`src/rtl/dbell_pkg.sv`:
```
package dbell_pkg;
  localparam int ADDR_W = 12;
  localparam int DATA_W = 32;

  typedef enum logic [1:0] {
    RSEL_ZERO = 2'd0,
    RSEL_STAT = 2'd1,
    RSEL_ID   = 2'd2
  } rsel_e;
endpackage

```
`src/rtl/dbell_decode.sv`:
```
module dbell_decode
  import dbell_pkg::*;
#(
  parameter int          NCPU     = 2,
  parameter int          ID_WORDS = 12,
  parameter logic [11:0] ID_BASE  = 12'hFD0,
  localparam int         IDX_W    = $clog2(ID_WORDS)
) (
  input  logic [ADDR_W-1:0] paddr,
  input  logic              pwrite,
  input  logic              access,
  output logic [NCPU-1:0]   set_we,
  output logic [NCPU-1:0]   clr_we,
  output logic [NCPU-1:0]   cpu_hit,
  output rsel_e             rsel,
  output logic [IDX_W-1:0]  id_idx,
  output logic              bad
);
  logic              aligned;
  logic              in_cpu;
  logic              in_id;
  logic [ADDR_W-1:0] id_off;
  logic [1:0]        fld;

  always_comb begin
    aligned = (paddr[1:0] == 2'b00);
    cpu_hit = '0;
    for (int i = 0; i < NCPU; i++) begin
      if (paddr[ADDR_W-1:4] == (ADDR_W-4)'(i)) cpu_hit[i] = aligned;
    end
    in_cpu = |cpu_hit;
    id_off = paddr - ID_BASE;
    in_id  = aligned && (paddr >= ID_BASE) &&
             (int'(id_off[ADDR_W-1:2]) < ID_WORDS);
    id_idx = id_off[IDX_W+1:2];
    fld    = paddr[3:2];

    rsel   = RSEL_ZERO;
    bad    = 1'b1;
    set_we = '0;
    clr_we = '0;
    if (in_cpu) begin
      case (fld)
        2'd0: if (!pwrite) begin rsel = RSEL_STAT; bad = 1'b0; end
        2'd1: if (pwrite) begin bad = 1'b0; set_we = cpu_hit & {NCPU{access}}; end
        2'd2: if (pwrite) begin bad = 1'b0; clr_we = cpu_hit & {NCPU{access}}; end
        default: bad = 1'b1;
      endcase
    end else if (in_id) begin
      if (!pwrite) begin rsel = RSEL_ID; bad = 1'b0; end
    end
  end
endmodule

```
`src/rtl/dbell_idrom.sv`:
```
module dbell_idrom #(
  parameter int IDX_W = 4
) (
  input  logic [IDX_W-1:0] idx,
  output logic [7:0]       idbyte
);
  always_comb begin
    case (int'(idx))
      0:  idbyte = 8'h04;
      1:  idbyte = 8'h00;
      2:  idbyte = 8'h00;
      3:  idbyte = 8'h00;
      4:  idbyte = 8'h56;
      5:  idbyte = 8'hB8;
      6:  idbyte = 8'h0B;
      7:  idbyte = 8'h00;
      8:  idbyte = 8'h0D;
      9:  idbyte = 8'hF0;
      10: idbyte = 8'h05;
      11: idbyte = 8'hB1;
      default: idbyte = 8'h00;
    endcase
  end
endmodule

```
`src/rtl/dbell_status.sv`:
```
module dbell_status #(
  parameter int STAT_W = 4
) (
  input  logic              clk,
  input  logic              rst_n,
  input  logic              set_we,
  input  logic              clr_we,
  input  logic [STAT_W-1:0] wbits,
  output logic [STAT_W-1:0] flags,
  output logic              irq
);
  logic [STAT_W-1:0] flags_nxt;

  always_comb begin
    flags_nxt = flags;
    if (set_we) flags_nxt = flags_nxt | wbits;
    if (clr_we) flags_nxt = flags_nxt & ~wbits;
  end

  always_ff @(posedge clk or negedge rst_n) begin
    if (!rst_n) begin
      flags <= '0;
      irq   <= 1'b0;
    end else begin
      flags <= flags_nxt;
      irq   <= |flags_nxt;
    end
  end

  // a set write never removes a flag
  a_r2_set_keeps: assert property (@(posedge clk) disable iff (!rst_n)
    (set_we && !clr_we) |=> ((flags & $past(flags)) == $past(flags)));
  // a clear write leaves none of the named bits set
  a_r3_clr_drops: assert property (@(posedge clk) disable iff (!rst_n)
    clr_we |=> ((flags & $past(wbits)) == '0));
  // no strobe, no change
  a_r10_hold: assert property (@(posedge clk) disable iff (!rst_n)
    (!set_we && !clr_we) |=> $stable(flags));
  // interrupt level mirrors non-zero flags
  a_r4_irq_level: assert property (@(posedge clk) disable iff (!rst_n)
    irq == (flags != '0));
endmodule

```
`src/rtl/dbell_unit.sv`:
```
module dbell_unit
  import dbell_pkg::*;
#(
  parameter int          NCPU     = 2,
  parameter int          STAT_W   = 4,
  parameter int          ID_WORDS = 12,
  parameter logic [11:0] ID_BASE  = 12'hFD0,
  localparam int         IDX_W    = $clog2(ID_WORDS)
) (
  input  logic              clk,
  input  logic              rst_n,
  input  logic              psel,
  input  logic              penable,
  input  logic              pwrite,
  input  logic [ADDR_W-1:0] paddr,
  input  logic [DATA_W-1:0] pwdata,
  output logic [DATA_W-1:0] prdata,
  output logic              pready,
  output logic              pslverr,
  output logic [NCPU-1:0]   irq
);
  logic                         access;
  logic [NCPU-1:0]              set_we, clr_we, cpu_hit;
  rsel_e                        rsel;
  logic [IDX_W-1:0]             id_idx;
  logic                         bad;
  logic [7:0]                   idbyte;
  logic [NCPU-1:0][STAT_W-1:0]  flags;
  logic [STAT_W-1:0]            stat_rd;
  logic                         unused_hi;

  assign access    = psel & penable;
  assign unused_hi = ^pwdata[DATA_W-1:STAT_W];

  dbell_decode #(.NCPU(NCPU), .ID_WORDS(ID_WORDS), .ID_BASE(ID_BASE)) u_dec (
    .paddr(paddr), .pwrite(pwrite), .access(access),
    .set_we(set_we), .clr_we(clr_we), .cpu_hit(cpu_hit),
    .rsel(rsel), .id_idx(id_idx), .bad(bad)
  );

  dbell_idrom #(.IDX_W(IDX_W)) u_id (.idx(id_idx), .idbyte(idbyte));

  for (genvar g = 0; g < NCPU; g++) begin : g_cpu
    dbell_status #(.STAT_W(STAT_W)) u_stat (
      .clk(clk), .rst_n(rst_n),
      .set_we(set_we[g]), .clr_we(clr_we[g]),
      .wbits(pwdata[STAT_W-1:0]),
      .flags(flags[g]), .irq(irq[g])
    );
  end

  always_comb begin
    stat_rd = '0;
    for (int i = 0; i < NCPU; i++) begin
      if (cpu_hit[i]) stat_rd = stat_rd | flags[i];
    end
    case (rsel)
      RSEL_STAT: prdata = DATA_W'(stat_rd);
      RSEL_ID:   prdata = DATA_W'(idbyte);
      default:   prdata = '0;
    endcase
  end

  assign pready  = 1'b1;
  assign pslverr = access & bad;

  // an errored read returns zero
  a_r9_err_reads_zero: assert property (@(posedge clk) disable iff (!rst_n)
    (access && !pwrite && pslverr) |-> (prdata == '0));
  // an errored write leaves every flag as it was
  a_r7_err_write_stable: assert property (@(posedge clk) disable iff (!rst_n)
    (access && pwrite && pslverr) |=> $stable(flags));
  // setup phase alone is inert
  a_r11_setup_quiet: assert property (@(posedge clk) disable iff (!rst_n)
    (psel && !penable) |=> $stable(flags));
  // one transfer touches at most one CPU
  a_r10_one_target: assert property (@(posedge clk) disable iff (!rst_n)
    $onehot0(set_we | clr_we));
endmodule

```
`config.mk`:
```
export PLATFORM = sky130hd
export DESIGN_NAME = dbell_unit
export DESIGN_NICKNAME = d
export VERILOG_FILES = /design/src/rtl/dbell_pkg.sv /design/src/rtl/dbell_decode.sv /design/src/rtl/dbell_idrom.sv /design/src/rtl/dbell_status.sv /design/src/rtl/dbell_unit.sv
export SDC_FILE = /design/constraint.sdc
export NUM_CORES = 1
export LEC_CHECK = 0
export BUFFER_PORTS_ARGS = -buffer_cell sky130_fd_sc_hd__buf_2
export CAP_MARGIN = 0
export CORE_MARGIN = 2
export CORE_UTILIZATION = 40
export DETAILED_ROUTE_END_ITERATION = 10
export HOLD_SLACK_MARGIN = 0.06
export PLACE_DENSITY_LB_ADDON = 0.1
export SLEW_MARGIN = 20
export SYNTH_ARGS = -nofsm -noshare
export SYNTH_HDL_FRONTEND = slang
export SYNTH_SLANG_ARGS = --single-unit
```
`constraint.sdc`:
```
create_clock -name clk -period 1.8 [get_ports clk]
set_input_delay 0.09 -clock clk [delete_from_list [all_inputs] [get_ports clk]]
set_output_delay 0.09 -clock clk [all_outputs]
set_load 0.05 [all_outputs]
```
======== Yosys cells after proc, flatten, opt, wreduce, memory -nomap -nowiden ========
Memories as Yosys holds them, arrays and structs flattened.
Cells that the tools add are included.
cells by class
  mux-type cells .......................... 24
  $add $sub $neg .......................... 1
  equal/unequal tests ..................... 5
  reductions and logical operators ........ 9
  magnitude comparators ................... 2
  bitwise logic cells ..................... 9
operators by type and width
  cell                                                       number
  2-to-1 mux 4 bit                                           6
  2-to-1 mux 2 bit                                           9
  one-hot mux 8 bit (2 select lines)                         1
  greater-or-equal comparator 12 bit, second input constant  1
  bitwise OR 4 bit                                           3
  subtractor 12 bit, second input constant                   1
  < comparator 10 x 4 -> 1 bit, second input constant        1
  AND 4 bit                                                  2
  equality test 8 x 1 -> 1 bit, second input constant        1
  zero test 8 bit                                            1
  OR reduction 4 bit                                         2
  2-to-1 mux 1 bit                                           7
  equality test 2 x 1 -> 1 bit, second input constant        2
  equality test 2 bit, second input constant                 2
  zero test 2 bit                                            2
  NOT 4 bit                                                  1
  OR reduction 2 bit                                         2
  AND 1 bit                                                  2
  AND 2 bit                                                  1
  logical AND 1 bit                                          2
  one-hot mux 1 bit (2 select lines)                         1
storage, ports and cells
  register bits ........................... 10
  input port bits ......................... 49
  output and inout port bits .............. 36
  bits in read-only memories .............. 128
  memories kept ........................... 1
memories
  memory           depth  width  read ports  clocked after Yosys merged registers in  wr ports  line              text
  (no name shown)  16     8      1           0                                        0         dbell_idrom.sv:8  case (int'(idx))

======== Logic depth before layout (Yosys ltp) ========
Gate-level depths: netlist (run 1).
  depth after elaboration ................. 10
  mapped depth ............................ 7
  gate-level depth less buffers ........... 6

======== Modules after synthesis ========
Synthesis (run 1) repeated with hierarchy kept, for this count alone.
second synthesis, totals
  cell total of the unflattened synthesis .. 134
  area total of the unflattened synthesis .. 1,148.6 µm²
modules (own cells, without submodules)
  module        times used  area each (µm²)  cells each
  dbell_unit    1           350.3            48
  dbell_status  2           172.7            14
  dbell_decode  1           287.8            40
  dbell_idrom   1           165.2            18

======== Worst setup path before layout (run 1) ========
OpenSTA, ideal clock, no wires.
  kind .................................... input to output
  from .................................... input port paddr[4]
  to ...................................... output port prdata[7]
  data required time ...................... 1.710 ns
  stages on the path ...................... 7
  setup slack ............................. -0.378 ns
  arrival time ............................ 2.088 ns
  cells stage by stage .................... inv_1 ha_1 clkbuf_1 nor4_1 o211ai_1 nor2_1 buf_4
on the way
  word-level cells in the longest chain between the ends .. 7
ends and longest elaborated chain
  element                                                                  line                                    text
  start, declared                                                          dbell_unit.sv:15                        input logic [ADDR_W-1:0] paddr,
  subtractor 12 bit or greater-or-equal comparator 12 bit (tied branches)  dbell_decode.sv:32, dbell_decode.sv:33
  < comparator 10 x 4 -> 1 bit or logical AND 1 bit (tied branches)        dbell_decode.sv:34, dbell_decode.sv:33
  logical AND 1 bit                                                        dbell_decode.sv:33                      in_id = aligned && (paddr >= ID_BASE) &&
  2-to-1 mux 2 bit                                                         dbell_decode.sv:49                      end else if (in_id) begin
  2-to-1 mux 2 bit                                                         dbell_decode.sv:42                      if (in_cpu) begin
  equality test 2 bit or equality test 2 x 1 -> 1 bit (tied branches)      dbell_unit.sv:57                        case (rsel)
  one-hot mux 8 bit (2 select lines) *                                     dbell_unit.sv:57
  end, declared                                                            dbell_unit.sv:17                        output logic [DATA_W-1:0] prdata,
Every way passes the cells marked *; elsewhere a longest branch is shown, timed or not.

======== Worst setup path in the final report (run 1) ========
  from .................................... input port paddr[4]
  to ...................................... output port prdata[3]
The elaborated chain is that of the path after synthesis.

==> results.txt, run 1 <==
Status - completed
Number of diodes - 0
Largest net degree at the start of global routing - 14
Synthesized area per cell - 8.891 um2
Register Area - 250.2 um2
Leakage - 0.6692 nW
Crit path DAT - 1.56 ns
#FFs+latches synth - 10
Area delta synth->final - 20.14%
First-pass GRT wire length - 3905 um
WHS - 0.07015 ns
Grt ovf - 0
Clock Latency Late Sink - 0.25 ns
Area of the multi-input gates - 684.4 um2
Worst-path maximum fanout - 8
Placed cells - 187
Maximum clock path buffer count - 2
EDFF count, synth - 0
Initial antenna violation count - 0
Max rail drop VDD - 0.4580 mV
PwrDens - 467.1 nW/um2
Die area - 3168 um2
Share of cells above drive strength 1 - 34.97%
Initial drt markers - 29
Total power draw - 0.6136 mW
DP HPWL - 1976 um
Placeable Area - 2545 um2
Fin. Hold Viols - 0
Final period util - 91.53%
Cells after Synth - 123
Clk slew on worst S/H paths - 0.06 ns
CTS Root Cell - clkbuf_4
Final Max Tran Viols - 0
WL per Instance - 12.65 um
# rows - 18
Pre-Repair DR Iteration Count - 4
Total track usage - 15.05%
Required @ worst endpoint - 1.71 ns
Register area share after synthesis - 22.88%
Worst hold path type - input port to flop
Top cells by area, synth - dfrtp_1 23%, buf_4 21%, ha_1 9.2%
Synth area leader - dfrtp_1
# clock sinks - 10
Synth top area share - 22.88%
Crit path kind - input port to primary output
# fillers - 248
Finished Layout Cells - 193
Layout Nets - 222
Setup violations, final - 0
Htree depth - 1
CTS tree - built
Max-cap viol count - 0
Vias in the first global route - 896
Ys async rst share - 100.0%
Initial Util - 42.97%
Vias - 1017
Highest Clock Rate - 606.9 MHz
Synth cell types - 29
Most common cell in the netlist - buf_4
Routed Antenna Nets - 0
Critical path endpoint category - primary output
I/O Pins - 85
DRC viols - 0
Top cells by count, synth - 31 x buf_4, 10 x a22oi_1, 10 x and4_1, 10 x dfrtp_1
Total Wirelength - 2442 um
Port Buffers - 31
Die Y - 56.29 um
Clock Skew - 0.0008723 ns
Die extent in x - 56.29 um
DR vias/cell - 5.269
CP Launch Type - input port
Top_reg_cell synth - dfrtp_1
Synthesis Warnings - 0
# Post-CTS Setup Buffers - 0
Post-Syn Area - 1094 um2
TritonCTS buffer count - 3
Global placer's final weighted congestion - 0.8124
RSZ-0062 raised after global routing - no
Final Critical Period - 1.648 ns
-- repair_timing --
item,CTS,global route
hold buffers,3,0
resized for setup,0,9
endpoints found under the hold margin,12,0
endpoints found under the setup margin,0,8
-- cells in the final DEF (no fill, tap or decap), drive strengths merged --
master        n
dfrtp        10
ha            8
conb         25
o2111ai       1
and4         12
nor2b         1
nor2          5
nand2         1
o211ai        1
o22ai         4
inv           5
clkbuf        4
dlygate4sd3   3
nor4b         1
a21oi         8
nand3         1
or4           2
nor4          3
a22oi        10
o21ai         2
buf          44
mux2          1
o311a         1
a41oi         8
and2          2
-- per-layer routing --
metal	global-route usage, %	routed length (um)	vias up
met2	23.53	1088	54
met4	2.041	0	0
li1	-	-	500
met3	3.226	207	0
met1	21.78	1146	463
met5	0	0	-
-- cell families (layout without fill, tap and decap cells) --
family | count (synthesis) | count (layout) | synth area share, %
AO/OA/AOI/OAI | 35 | 35 | 22.88
adder cells (fa/ha/maj) | 8 | 8 | 9.154
buffers and inverters | 39 | 56 | 24.03
flip-flops | 10 | 10 | 22.88
multiplexers | 1 | 1 | 1.030
other | 2 | 25 | 0.6868
AND/OR/NAND/NOR | 28 | 28 | 19.34
-- final cells by class --
type / count / share of cell area, %
Tap cell: 30 / 2.857
Inverter: 5 / 1.429
Clock buffer: 3 / 1.714
Multi-Input combinational cell: 97 / 52.10
Timing Repair Buffer: 48 / 22.86
Sequential cell: 10 / 19.05
-- worst paths after layout --
kind	startpoint	to	slack (ns)	cells after the start
worst max-delay path	paddr[4]	prdata[3]	0.15	9
worst min-delay path	pwdata[1]	g_cpu[0].u_stat.flags[1]	0.07	2
worst max register to register	g_cpu[0].u_stat.flags[2]	g_cpu[0].u_stat.irq	0.52	3
worst min register to register	g_cpu[1].u_stat.flags[2]	g_cpu[1].u_stat.flags[2]	0.57	2
max in group asynchronous	rst_n	g_cpu[1].u_stat.flags[1]	1.40	2
min in group asynchronous	rst_n	g_cpu[0].u_stat.flags[0]	0.22	2
-- report_power, final --
| group | switching [mW] | leakage, nW | total, mW | internal (mW) |
|---|---|---|---|---|
| clock network | 0.0626 | 0.0138 | 0.139 | 0.0764 |
| registers | 0.000185 | 0.140 | 0.226 | 0.225 |
| logic | 0.189 | 0.516 | 0.249 | 0.0598 |
-- registers in the layout, indices dropped and copies added, names as in the netlist --
| name | cells |
|---|---|
| g_cpu.u_stat.flags | 8 |
| g_cpu.u_stat.irq | 2 |
-- worst max-delay path, stage by stage --
cell and delay [ns]:
buf_2 0.11, inv_1 0.06, ha_1 0.21, buf_4 0.15, nor4_2 0.23, o211ai_1 0.13
buf_4 0.19, o22ai_1 0.15, buf_4 0.23
-- per-stage QoR --
stage	util (%)	setup WS, ns	cell area [um2]	TNS (ns)
detailed placement	48.57	0.02226	1236	0
floorplan	-	-0.1539	1182	-0.7746
global route	51.62	0.02330	1314	0
global placement	48.57	0.01675	1236	0
CTS	50.64	0.06468	1289	0
finish	51.62	0.1524	1314	0
Note: power is estimated with default switching activity, not from simulation.
==> run 2, diff against run 1 <==
- ABC_AREA: unset -> 1
- CORE_UTILIZATION: 40 -> 25
- SKIP_LAST_GASP: unset -> 1
==> run 2 against run 1 <==
Against the previous run: die area up 74%; setup slack gained 0.031 ns; final cell count is 46% higher; hold slack improved by 0.10 ns; final area increased by 8.8%; register-to-register slack better by 0.46 ns; first-iteration DRC count rose by 10%; global-route usage down 4.9 points; synthesized area grew 13%; utilization fell by 22 points; sequential share of layout area is 1.5 points lower; sequential power hardly changed; largest cell class unchanged.
==> results.txt, run 2 <==
EDFF count, synth - 0 (unchanged)
Net switching share of the total power - 39.47% (-1.6 points)
Int Power - 0.4135 mW (+14%)
Highest Clock Rate - 618.7 MHz (+1.9%)
CP cell instances - buf_2 > inv_1 > ha_1 > nand2_1 > nor2_8 > nor2_1 > nand3b_4 > o21ai_1 > buf_2
Area delta synth->final - 15.59%
Clock share of power - 33.5% (+11 points)
Final WS setup - 0.1837 ns (+0.03128 ns)
DR vias/cell - 3.762 (-29%)
Global placer's final weighted congestion - 0.7494 (-7.8%)
Clock Latency Late Sink - 0.23 ns (-0.02 ns)
CTS Root Cell - clkbuf_8
WL per Instance - 9.457 um (-25%)
Ys async rst share - 100.0% (unchanged)
RSZ-0062 raised after global routing - no
I/O Pins - 85 (unchanged)
#FFs+latches synth - 10 (unchanged)
GR Util met1 - 13.66% (-8.1 points)
Total power draw - 0.6832 mW (+11%)
Met2 GRT Util - 16.27% (-7.3 points)
Htree depth - 1 (unchanged)
Layout Nets - 274 (+23%)
Met3 usage - 3.252% (+0.026 points)
DP HPWL - 2271 um (+15%)
Initial antenna violation count - 0 (unchanged)
Vias in the first global route - 979 (+9.3%)
Total negative slack - 0 ns (unchanged)
Crit path DAT - 1.53 ns (-0.03 ns)
Total track usage - 10.16% (-4.9 points)
Final core utilization - 30.05% (-22 points)
Top_reg_cell synth - dfrtp_1
Critical path endpoint category - primary output
# rows - 25 (+7)
Worst hold path type - input port to flop
Top cells by count, synth - 44 x nand2_1, 36 x inv_1, 28 x buf_4, 10 x dfrtp_1
Slowest-stage cell, CP - buf_2
Initial Util - 26.00% (-17 points)
Share of cells above drive strength 1 - 24.65% (-10 points)
Port Buffers - 31 (unchanged)
Max rail drop VDD - 0.3624 mV (-21%)
Register area share after synthesis - 20.24% (-2.6 points)
CP Launch Type - input port
Vias - 1061 (+4.3%)
Synthesized area per cell - 6.755 um2 (-24%)
Max-cap viol count - 0 (unchanged)
Synth top area share - 20.24% (-2.6 points)
Placeable Area - 4755 um2 (+87%)
Worst-path maximum fanout - 10 (+2)
Largest regs - g_cpu.u_stat.flags (8), g_cpu.u_stat.irq (2)
Pre-Repair DR Iteration Count - 4 (unchanged)
Reg with most FFs - g_cpu.u_stat.flags
DRC viols - 0 (unchanged)
Initial drt markers - 32 (+10%)
Fin. Hold Viols - 0 (unchanged)
Final Critical Period - 1.616 ns (-0.03129 ns)
Leakage - 0.7803 nW (+17%)
Crit path kind - input port to primary output
Max FFs per register - 8 (unchanged)
Setup violations, final - 0 (unchanged)
Buffers and inverters on the worst path - 3 (-2)
Number of diodes - 0 (unchanged)
Status - completed
Grt ovf - 0 (unchanged)
Die area - 5523 um2 (+74%)
Kind of cell adding the most delay to the critical path - simple AND/OR/NAND/NOR gates
Worst slack at placement - 0.1475 ns (+0.1253 ns)
Most common cell in the netlist - nand2_1
Largest net degree at the start of global routing - 11 (-3)
Maximum clock path buffer count - 2 (unchanged)
Clk slew on worst S/H paths - 0.05 ns (about the same)
Die extent in x - 74.32 um (+32%)
Combinational share of power - 33.5% (-7.1 points)
Cells after Synth - 183 (+49%)
Synth cell types - 25 (-14%)
Grt peak-use layer - met2
Required @ worst endpoint - 1.71 ns (about the same)
Routed Antenna Nets - 0 (unchanged)
Final Max Tran Viols - 0 (unchanged)
Post-Syn Area - 1236 um2 (+13%)
PwrDens - 478.1 nW/um2 (+2.4%)
Most frequent CP cell - buf_2
CTS tree - built
First-pass GRT wire length - 4278 um (+9.6%)
Die Y - 74.32 um (+32%)
Commonest cells after routing, fill and taps aside - 44 x nand2_1, 36 x inv_1, 31 x buf_2, 25 x conb_1, 10 x dfrtp_1
Switching Power - 0.2696 mW (+7.0%)
Top cells by area, synth - dfrtp_1 20%, buf_4 17%, nand2_1 13%
Total Wirelength - 2667 um (+9.2%)
Synthesis Warnings - 0 (unchanged)
Power share of the sequential group - 33.0% (-3.8 points)
Final period util - 89.80% (-1.7 points)
Commonest non-fill, non-tap cell in the layout - nand2_1
Synth area leader - dfrtp_1
Clock Skew - 0.0002950 ns (-0.0005773 ns)
TritonCTS buffer count - 3 (unchanged)
Largest stage delay, worst path - 0.28 ns (+0.05 ns)
# clock sinks - 10 (unchanged)
==> run 2: final timing paths <==
check                      slack (ns)                startpoint  cells past startpoint                        to
setup reg to reg                 0.98  g_cpu[0].u_stat.flags[2]                      6       g_cpu[0].u_stat.irq
min in group asynchronous        0.25                     rst_n                      2  g_cpu[1].u_stat.flags[1]
max in group asynchronous        1.35                     rst_n                      2       g_cpu[0].u_stat.irq
hold reg to reg                  0.56  g_cpu[1].u_stat.flags[2]                      4  g_cpu[1].u_stat.flags[2]
setup / recovery                 0.18                  paddr[4]                      9                 prdata[3]
hold / removal                   0.17                 pwdata[1]                      4  g_cpu[1].u_stat.flags[1]
==> run 2: cell families (layout without fill, tap and decap cells) <==
| family | after synthesis | in the layout | share of synthesized area [%] |
|---|---|---|---|
| and+or+nand+nor | 81 | 81 | 35.32 |
| buffers and inverters | 65 | 74 | 28.24 |
| AOI/OAI and AO/OA | 17 | 17 | 7.490 |
| DFF | 10 | 10 | 20.24 |
| adders and majority gates | 8 | 8 | 8.097 |
| other | 2 | 25 | 0.6075 |
==> run 2: worst register-to-register path, stage by stage, from the launching register on <==
cell	delay (ns)
dfrtp_1	0.37
inv_1	0.05
nand2_1	0.04
nand2_1	0.08
nand2_1	0.06
inv_1	0.05
nand2_1	0.04
==> run 2: layout make-up <==
type	instances	area, um2
fill	567	3326
multi-input combinational	131	730.7
sequential	10	250.2
timing repair buffer	35	187.7
inverter	36	135.1
tap	67	83.83
clock buffer	3	41.29
==> run 2: layer usage <==
metal	part of all wire [%]	routed length, um	vias up
li1	-	-	577
met1	49	1306	445
met2	43	1159	37
met3	6.9	185	2
met4	0.60	16	0
met5	0	0	-
==> run 2: stage by stage <==
step / std cells / hold slack [ns] / instance area [um2]
after floorplan: 206 / -0.2056 / 1330
after global routing: 282 / 0.1775 / 1429
after global placement: 278 / -0.02416 / 1378
after detailed placement: 278 / -0.02276 / 1378
after CTS: 282 / 0.1705 / 1429
final: 282 / 0.1750 / 1429
==> run 2: power by group through the flow <==
stage / logic, mW / registers (mW) / clock network, mW
global route: 0.248 / 0.225 / 0.255
global placement: 0.230 / 0.229 / 0
detailed placement: 0.228 / 0.229 / 0
finish: 0.229 / 0.226 / 0.229
floorplan: 0.217 / 0.229 / 0
CTS: 0.230 / 0.226 / 0.240
==> run 2: repair_timing <==
action                                 4_1_cts  5_1_grt
endpoints found under the hold margin       10        0
hold buffers                                 1        0
setup buffers                                0        0
gates resized for setup                      0        0
